<file path="src/rtl/seg_xlate_pkg.sv">
package seg_xlate_pkg;
  localparam int NUM_MODES = 3;
  localparam int NUM_SPACES = 2;
  localparam int NUM_SEG = 8;
  localparam int SEG_W = $clog2(NUM_SEG);
  localparam int NUM_ENT = NUM_MODES * NUM_SPACES * NUM_SEG;
  localparam int IDX_W = $clog2(NUM_ENT);
  localparam int WORD_W = 16;
  localparam logic [WORD_W-1:0] DESC_MASK = 16'h7F0E;

  typedef struct packed {
    logic wrDesc;
    logic wrBase;
    logic wrDsp;
    logic selDesc;
    logic selBase;
    logic selDsp;
    logic [IDX_W-1:0] busIdx;
    logic [IDX_W-1:0] xlIdx;
  } strobe_t;
endpackage

</file>
<file path="src/rtl/seg_xlate_ctrl.sv">
module seg_xlate_ctrl
  import seg_xlate_pkg::*;
#(
  parameter int VA_W = 16,
  parameter int BUS_AW = 18,
  parameter int BLK_SHIFT = 6
) (
  input  logic              clk,
  input  logic              rstN,
  input  logic [VA_W-1:0]   va,
  input  logic [1:0]        mode,
  input  logic              isInstr,
  input  logic              isWrite,
  input  logic [BUS_AW-1:0] busAddr,
  input  logic              busWe,
  input  logic [WORD_W-1:0] xlDesc,
  input  logic [NUM_MODES-1:0] dspEn,
  output strobe_t           stb,
  output logic              abort
);
  localparam int OFF_W = VA_W - SEG_W;
  localparam int BLK_W = OFF_W - BLK_SHIFT;
  localparam logic [BUS_AW-1:0] SUP_BASE = 18'o772200;
  localparam logic [BUS_AW-1:0] KER_BASE = 18'o772300;
  localparam logic [BUS_AW-1:0] USR_BASE = 18'o777600;
  localparam logic [BUS_AW-1:0] DSP_ADDR = 18'o777516;

  logic [1:0] modeIdx, busMode;
  logic badMode, useD, grpHit;
  logic [4:0] wordIdx;
  logic [BLK_W-1:0] blk, lenField;
  logic isDown, resident, writable, lenBad;

  always_comb begin
    badMode = 1'b0;
    case (mode)
      2'b00: modeIdx = 2'd0;
      2'b01: modeIdx = 2'd1;
      2'b11: modeIdx = 2'd2;
      default: begin modeIdx = 2'd0; badMode = 1'b1; end
    endcase
    useD = !isInstr && dspEn[2'd2 - modeIdx];
  end

  always_comb begin
    grpHit = 1'b1;
    busMode = 2'd0;
    if (busAddr[BUS_AW-1:6] == KER_BASE[BUS_AW-1:6]) busMode = 2'd0;
    else if (busAddr[BUS_AW-1:6] == SUP_BASE[BUS_AW-1:6]) busMode = 2'd1;
    else if (busAddr[BUS_AW-1:6] == USR_BASE[BUS_AW-1:6]) busMode = 2'd2;
    else grpHit = 1'b0;
    wordIdx = busAddr[5:1];
    stb.selDesc = grpHit && !wordIdx[4];
    stb.selBase = grpHit && wordIdx[4];
    stb.selDsp = busAddr[BUS_AW-1:1] == DSP_ADDR[BUS_AW-1:1];
    stb.wrDesc = busWe && stb.selDesc;
    stb.wrBase = busWe && stb.selBase;
    stb.wrDsp = busWe && stb.selDsp;
    stb.busIdx = {busMode, wordIdx[3], wordIdx[2:0]};
    stb.xlIdx = {modeIdx, useD, va[VA_W-1 -: SEG_W]};
  end

  assign blk = va[OFF_W-1:BLK_SHIFT];
  assign lenField = xlDesc[14:8];
  assign isDown = xlDesc[3];
  assign resident = xlDesc[1];
  assign writable = xlDesc[2];
  assign lenBad = isDown ? (blk < lenField) : (blk > lenField);
  assign abort = badMode | !resident | (isWrite & !writable) | lenBad;

  // upward segment overrun must fault
  a_r3_up_overrun: assert property (@(posedge clk) disable iff (!rstN)
    (!xlDesc[3] && (va[12:6] > xlDesc[14:8])) |-> abort);
  // downward segment underrun must fault
  a_r4_down_underrun: assert property (@(posedge clk) disable iff (!rstN)
    (xlDesc[3] && (va[12:6] < xlDesc[14:8])) |-> abort);
  // non-resident and write-to-read-only fault
  a_r5_access_fault: assert property (@(posedge clk) disable iff (!rstN)
    ((xlDesc[2:1] == 2'b00) || (xlDesc[2:1] == 2'b10) ||
     (isWrite && xlDesc[2:1] == 2'b01)) |-> abort);
  // instruction-stream fetches never select data space
  a_r8_instr_space: assert property (@(posedge clk) disable iff (!rstN)
    isInstr |-> !stb.xlIdx[SEG_W]);
  // unknown mode faults
  a_r10_bad_mode: assert property (@(posedge clk) disable iff (!rstN)
    (mode == 2'b10) |-> abort);
endmodule

</file>
<file path="src/rtl/seg_xlate_dp.sv">
module seg_xlate_dp
  import seg_xlate_pkg::*;
#(
  parameter int VA_W = 16,
  parameter int PA_W = 22,
  parameter int BLK_SHIFT = 6
) (
  input  logic              clk,
  input  logic              rstN,
  input  strobe_t           stb,
  input  logic [WORD_W-1:0] busWdata,
  input  logic [VA_W-1:0]   va,
  output logic [WORD_W-1:0] busRdata,
  output logic [WORD_W-1:0] xlDesc,
  output logic [NUM_MODES-1:0] dspEn,
  output logic [PA_W-1:0]   paddr
);
  localparam int OFF_W = VA_W - SEG_W;

  logic [WORD_W-1:0] descMem [NUM_ENT];
  logic [WORD_W-1:0] baseMem [NUM_ENT];

  always_ff @(posedge clk) begin
    if (!rstN) begin
      for (int i = 0; i < NUM_ENT; i++) begin
        descMem[i] <= '0;
        baseMem[i] <= '0;
      end
      dspEn <= '0;
    end else begin
      if (stb.wrDesc) descMem[stb.busIdx] <= busWdata & DESC_MASK;
      if (stb.wrBase) baseMem[stb.busIdx] <= busWdata;
      if (stb.wrDsp) dspEn <= busWdata[NUM_MODES-1:0];
    end
  end

  always_comb begin
    busRdata = '0;
    if (stb.selDesc) busRdata = descMem[stb.busIdx];
    else if (stb.selBase) busRdata = baseMem[stb.busIdx];
    else if (stb.selDsp) busRdata = {{(WORD_W-NUM_MODES){1'b0}}, dspEn};
  end

  assign xlDesc = descMem[stb.xlIdx];
  assign paddr = (PA_W'(baseMem[stb.xlIdx]) << BLK_SHIFT) + PA_W'(va[OFF_W-1:0]);

  // a control-word write keeps only the implemented fields
  a_r9_desc_write: assert property (@(posedge clk) disable iff (!rstN)
    stb.wrDesc |=> (descMem[$past(stb.busIdx)] & ~DESC_MASK) == '0);
endmodule

</file>
<file path="src/rtl/seg_xlate.sv">
module seg_xlate
  import seg_xlate_pkg::*;
#(
  parameter int VA_W = 16,
  parameter int PA_W = 22,
  parameter int BUS_AW = 18,
  parameter int BLK_SHIFT = 6
) (
  input  logic              clk,
  input  logic              rstN,
  input  logic [VA_W-1:0]   va,
  input  logic [1:0]        mode,
  input  logic              isInstr,
  input  logic              isWrite,
  output logic [PA_W-1:0]   paddr,
  output logic              abort,
  input  logic [BUS_AW-1:0] busAddr,
  input  logic              busWe,
  input  logic [15:0]       busWdata,
  output logic [15:0]       busRdata
);
  strobe_t stb;
  logic [WORD_W-1:0] xlDesc;
  logic [NUM_MODES-1:0] dspEn;

  seg_xlate_ctrl #(.VA_W(VA_W), .BUS_AW(BUS_AW), .BLK_SHIFT(BLK_SHIFT)) uCtrl (
    .clk(clk), .rstN(rstN), .va(va), .mode(mode), .isInstr(isInstr),
    .isWrite(isWrite), .busAddr(busAddr), .busWe(busWe), .xlDesc(xlDesc),
    .dspEn(dspEn), .stb(stb), .abort(abort)
  );

  seg_xlate_dp #(.VA_W(VA_W), .PA_W(PA_W), .BLK_SHIFT(BLK_SHIFT)) uDp (
    .clk(clk), .rstN(rstN), .stb(stb), .busWdata(busWdata), .va(va),
    .busRdata(busRdata), .xlDesc(xlDesc), .dspEn(dspEn), .paddr(paddr)
  );
endmodule

</file>
<file path="config.mk">
export PLATFORM = sky130hd
export DESIGN_NAME = seg_xlate
export DESIGN_NICKNAME = d
export VERILOG_FILES = /design/src/rtl/seg_xlate_pkg.sv /design/src/rtl/seg_xlate_ctrl.sv /design/src/rtl/seg_xlate_dp.sv /design/src/rtl/seg_xlate.sv
export SDC_FILE = /design/constraint.sdc
export NUM_CORES = 2
export LEC_CHECK = 0
export ABC_AREA = 1
export BUFFER_PORTS_ARGS = -buffer_cell sky130_fd_sc_hd__buf_2
export CORE_ASPECT_RATIO = 1.4
export CORE_MARGIN = 10
export CORE_UTILIZATION = 45
export DETAILED_ROUTE_END_ITERATION = 7
export PLACE_DENSITY = 0.58
export RECOVER_POWER = 25
export SYNTH_ARGS = -nofsm -noshare
export SYNTH_HDL_FRONTEND = slang
export SYNTH_SLANG_ARGS = --single-unit
</file>
<file path="constraint.sdc">
create_clock -name clk -period 6.75 [get_ports clk]
set_input_delay 0.675 -clock clk [delete_from_list [all_inputs] [get_ports clk]]
set_output_delay 0.675 -clock clk [all_outputs]
set_load 0.05 [all_outputs]
</file>
**Word level (Yosys, flattened, before mapping)**

Memories as Yosys holds them, arrays and structs flattened.
Cells that the tools add are included.

- Bits in registers: 3
- Bits in writable memories: 1248
- Output and inout bits: 39
- Memories kept: 2

- $add $sub $neg: 2
- Magnitude comparators: 3
- Equal/unequal tests: 6
- Multiplexer cells: 27
- Bitwise operators: 4
- Reduce and logical (&&, ||, !) cells: 14

Memory list:

| memory | depth | width | read ports | clocked after memory_dff | write ports | line | text |
|---|---|---|---|---|---|---|---|
| uDp.baseMem | 48 | 16 | 2 | 0 | 48 | seg_xlate_dp.sv:21 | `logic [WORD_W-1:0] baseMem [NUM_ENT];` |
| uDp.descMem | 48 | 10 | 2 | 0 | 48 | seg_xlate_dp.sv:20 | `logic [WORD_W-1:0] descMem [NUM_ENT];` |

Operator list:

| cell | number |
|---|---|
| 2-to-1 mux 16 bit | 3 |
| equality test 12 bit (second input constant) | 3 |
| adder 22 x 13 -> 22 bit | 1 |
| equality test 17 bit (second input constant) | 1 |
| OR reduction 16 bit | 1 |
| 2-to-1 mux 1 bit | 15 |
| 2-to-1 mux 6 bit | 2 |
| 2-to-1 mux 10 bit | 1 |
| OR reduction 10 bit | 1 |
| greater-than comparator 7 bit | 1 |
| less-than comparator 7 bit | 1 |
| logical AND 1 bit | 6 |
| 2-to-1 mux 2 bit | 3 |
| zero test 1 bit | 4 |
| one-hot mux 2 bit (2 select lines) | 1 |
| less-than comparator 2 x 3 -> 1 bit (second input constant) | 1 |
| 2-to-1 mux 3 bit | 1 |
| OR 1 bit | 3 |
| OR reduction 3 bit | 1 |
| binary-select mux 1 bit (select 2 bit) | 1 |
| equality test 2 x 1 -> 1 bit (second input constant) | 1 |
| equality test 2 bit (second input constant) | 1 |
| zero test 2 bit | 1 |
| subtractor 2 bit (first input constant) | 1 |
| AND 1 bit | 1 |

**Longest topological paths before layout**

- Word-level depth: 11
- Depth in mapped cells: 29
- Depth with buffers taken out: 25

**Modules after synthesis**

A second synthesis with hierarchy kept.

- Cell total of the unflattened synthesis: 9406
- Area, all modules: 85314.3 um2

By module, submodules not included:

| module | times used | cells each | area each (um2) | sequential area each (um2) |
|---|---|---|---|---|
| seg_xlate_dp | 1 | 9313 | 84831.4 | 50028.0 |
| seg_xlate_ctrl | 1 | 93 | 483.0 | 0.0 |

**Worst setup path after synthesis**

OpenSTA, ideal clock, no wires.

- Kind: input port to output port
- Start: input va[13]
- End: output paddr[16]
- Arrival time: 4.250 ns
- Data required time: 6.075 ns
- Slack: 1.825 ns
- Stages: 23
- Buffers on the path: 5
- Cells stage by stage: buf_4 > inv_2 > buf_4 > buf_2 > buf_2 > buf_2 > a21oi_1 > o311ai_0 > a21oi_1 > nor2_1 > ha_1 > inv_1 > fa_1 > nand3b_1 > nand2_1 > nand3_1 > nand3b_1 > nand2_1 > nand2_1 > nand2_1 > nor2_2 > nor2_1 > nor2_1

- Word-level cells in the longest chain between the ends: 2

Ends and longest elaborated chain:

| element | line | text |
|---|---|---|
| from (decl) | seg_xlate.sv:11 | `input logic [VA_W-1:0] va,` |
| memory (48 x 16 bit) | - |  |
| adder 22 x 13 -> 22 bit | seg_xlate_dp.sv:45 | `assign paddr = (PA_W'(baseMem[stb.xlIdx]) << BLK_SHIFT) + PA_W'(va[OFF_W-1:0]);` |
| to (decl) | seg_xlate.sv:15 | `output logic [PA_W-1:0] paddr,` |

No other way between the ends.

==> results_dict.tcl <==
set metrics [dict create \
    grt_use_total_pct 33.06 \
    synth_edf_count 1248 \
    post-route-min-period_ns 6.565 \
    dieHeight_um 471.4 \
    cts_root_buffer "clkbuf_16" \
    status "finished with violations" \
    dr.pass1.iters 8 \
    avgSynthCellArea_sq_um 8.975 \
    cts.sink_count 1251 \
    p_int_uw 13660 \
    cts-resized-gates 0 \
    cts_made_buffers 133 \
    max_cap_viol_count 4 \
    critical_path_required_ns 7.15 \
    overflow 0 \
    slew_viol_final 82 \
    timing.slew.headroom_pct -77.74 \
    pin_count 96 \
    clkPwrFrac_pct 39.5 \
    placement.cell_area_sq_um 67340 \
    postCtsHoldBufs 0 \
    worst_slack_ns 0.1848 \
    dieArea_sq_um 161400 \
    sw_frac_of_total_pct 27.09 \
    yosysTopAreaCellShare_pct 57.22 \
    p_leak_uw 0.02671 \
    ant_nets 0 \
    hold_viol 0 \
    synth_cell_type_count 55 \
    drtIter0Drc 9927 \
    drive_gt1_share_pct 6.974 \
    min_from "busWe" \
    start_util_pct 45.32 \
    clockBufferDepth 3 \
    routabilityCongestion 0.9499 \
    vias 59080 \
    p_per_area_nw_per_um2 262.7 \
    violations "DRC, capacitance limit, slew limit" \
    power_frac_seq_pct 48.7 \
    reg2reg_from "uDp.dspEn[0]$_SDFFE_PN0P_" \
    grt_pass1_wl_mm 388.5 \
    ir_drop_mv 0.2763 \
    areaGrowthSynthToFinish_pct 8.888 \
    clk_pin_slew_ns 0.06 \
    clock.fmax_ghz 0.1523 \
    clock_latency_ns 0.79 \
    p_comb_share_pct 11.8 \
    ys_warn_count 0 \
    rsz0062_at_grt "no" \
    min_path_type "input pin to register" \
    synth_area_leaders "edfxtp_1, nor2_1, nand2_1, nand3_1, o21ai_0" \
    antenna_found_initial 12 \
    grt_max_degree 140 \
    end_kind "register" \
    synthArstFlopShare_pct 0 \
    nFillCells 13590 \
    synth.most_common_cell "nor2_1" \
    cts_max_level 4 \
    clock_skew_ns 0 \
    wl_per_cell_um 30.57 \
    synth_area_sq_um 65500 \
    grt_pass1_vias 55190 \
    fin_crit_sh_pct 97.26 \
    core_area_sq_um 144500 \
    drc 2 \
    synth_nets 7370 \
    worst_setup_path_start_kind "input pin" \
    synth_top_area_cell "edfxtp_1" \
    crit_top_cell "nand2_1" \
    wl_mm 277.1 \
    vias_per_cell 6.518 \
    synth_flop_cell "edfxtp_1" \
    dpl_worst_slack_ns 0.6021 \
    nets 7112 \
    crit_fanout 32 \
    switching_power_uw 5074 \
    cts_tree "built" \
    postCtsSetupRepairBufs 0 \
    max_stage_delay_ns 1.73 \
    critical_path.slowest_cell "clkbuf_1" \
    synth.ff_latch_count 1251 \
    syn_inst 7298 \
    worstSetupPathType "input pin to register" \
    cp_cell_sequence "clkbuf_1, nand4_1, nor2_1, nand2_1, nand2_1, inv_1, nor4_1, clkbuf_1, nand2_1, nand2_1" \
    setup_viol 0 \
    worstSetupStartpoint "busAddr[17]" \
    worst_slew_pin_slew_ns 2.666 \
    seq_area_frac_synth_pct 57.31 \
    rows 165 \
    dp.final_hpwl_mm 168.2 \
    arrival_ns 6.97 \
    io_buffers 82 \
    tns_ns 0 \
    stdcell_area_sq_um 71320 \
    die_x_um 342.4 \
    synth_common_cells "nor2_1, nand2_1, edfxtp_1" \
]
-- path summary, 6_finish.rpt --
kind                                                   endpoint  slack (ns)  cells after the start
worst max register to register        uDp.dspEn[0]$_SDFFE_PN0P_        6.16                      2
worst min-delay path                  uDp.dspEn[0]$_SDFFE_PN0P_        0.24                      3
worst min register to register        uDp.dspEn[2]$_SDFFE_PN0P_        0.47                      2
worst max-delay path            uDp.baseMem[6][7]$_SDFFCE_PN0P_        0.18                     10
-- sequential cells by signal, indices dropped and copies added (netlist names) --
| register | count |
|---|---|
| uDp.baseMem | 768 |
| uDp.descMem | 480 |
| uDp.dspEn | 3 |
-- cell families after synthesis --
logic type | after synthesis | synth area share (%)
AND/OR/NAND/NOR | 3697 | 23.29
AO/OA/AOI/OAI | 1357 | 12.72
flip-flops | 1251 | 57.31
buffers and inverters | 971 | 6.287
adder cells (fa/ha/maj) | 15 | 0.2980
XOR/XNOR | 7 | 0.09360
-- cell type report --
class / count / area, sq um / share of cell area (%)
tap: 1920 / 2402 / 3.368
clock inverter: 67 / 655.6 / 0.9193
sequential: 1251 / 37540 / 52.63
clock buffer: 169 / 3548 / 4.975
multi-input combinational: 5076 / 23840 / 33.43
timing repair buffer: 286 / 2177 / 3.053
antenna: 3 / 7.507 / 0.01053
inverter: 292 / 1150 / 1.612
-- power by group through the flow --
stage,logic [uW],registers (uW),clock network (uW)
after global placement,2110,9270,0
after CTS,2130,9120,7380
after global routing,2300,9160,7650
after detailed placement,2120,9280,0
after floorplan,1290,9210,0
final,2210,9130,7400
-- stage by stage --
stage | total power (uW) | hold WS [ns] | std cells | util (%)
2_1_floorplan | 10500 | 0.4393 | 7298 | -
3_3_place_gp | 11370 | 0.4692 | 8825 | 46.60
3_5_place_dp | 11400 | 0.4638 | 8825 | 46.60
4_1_cts | 18630 | 0.2017 | 9061 | 49.51
5_1_grt | 19110 | 0.2661 | 9062 | 49.35
6_report | 18730 | 0.2413 | 9064 | 49.35
-- layout by cell type, fill, tap and decap left out, types with 50 or more instances in the layout --
cell type,synthesis,final
a21oi_1,356,356
a22oi_1,56,56
buf_2,243,75
buf_4,33,152
clkbuf_1,336,63
clkbuf_16,0,137
edfxtp_1,1248,1248
inv_1,266,259
nand2_1,1315,1318
nand3_1,679,681
nand4_1,51,51
nor2_1,1539,1537
o211ai_1,50,50
o21ai_0,364,364
o22ai_1,250,250
-- layer usage --
layer / vias to the layer above / wire length [um] / track usage, % / part of all wire, %
li1: 24980 / - / - / -
met1: 28570 / 95910 / 40.61 / 35
met2: 4546 / 122900 / 50.86 / 44
met3: 973 / 33040 / 6.128 / 12
met4: 14 / 25150 / 26.16 / 9.1
met5: - / 116 / 0.1207 / 0.042
-- critical path, delay by kind of cell --
family	cells	cell delay, ns
buffers and inverters	3	2.03
AND/OR/NAND/NOR	7	4.20
No activity file was read; power rests on OpenSTA's default activity.
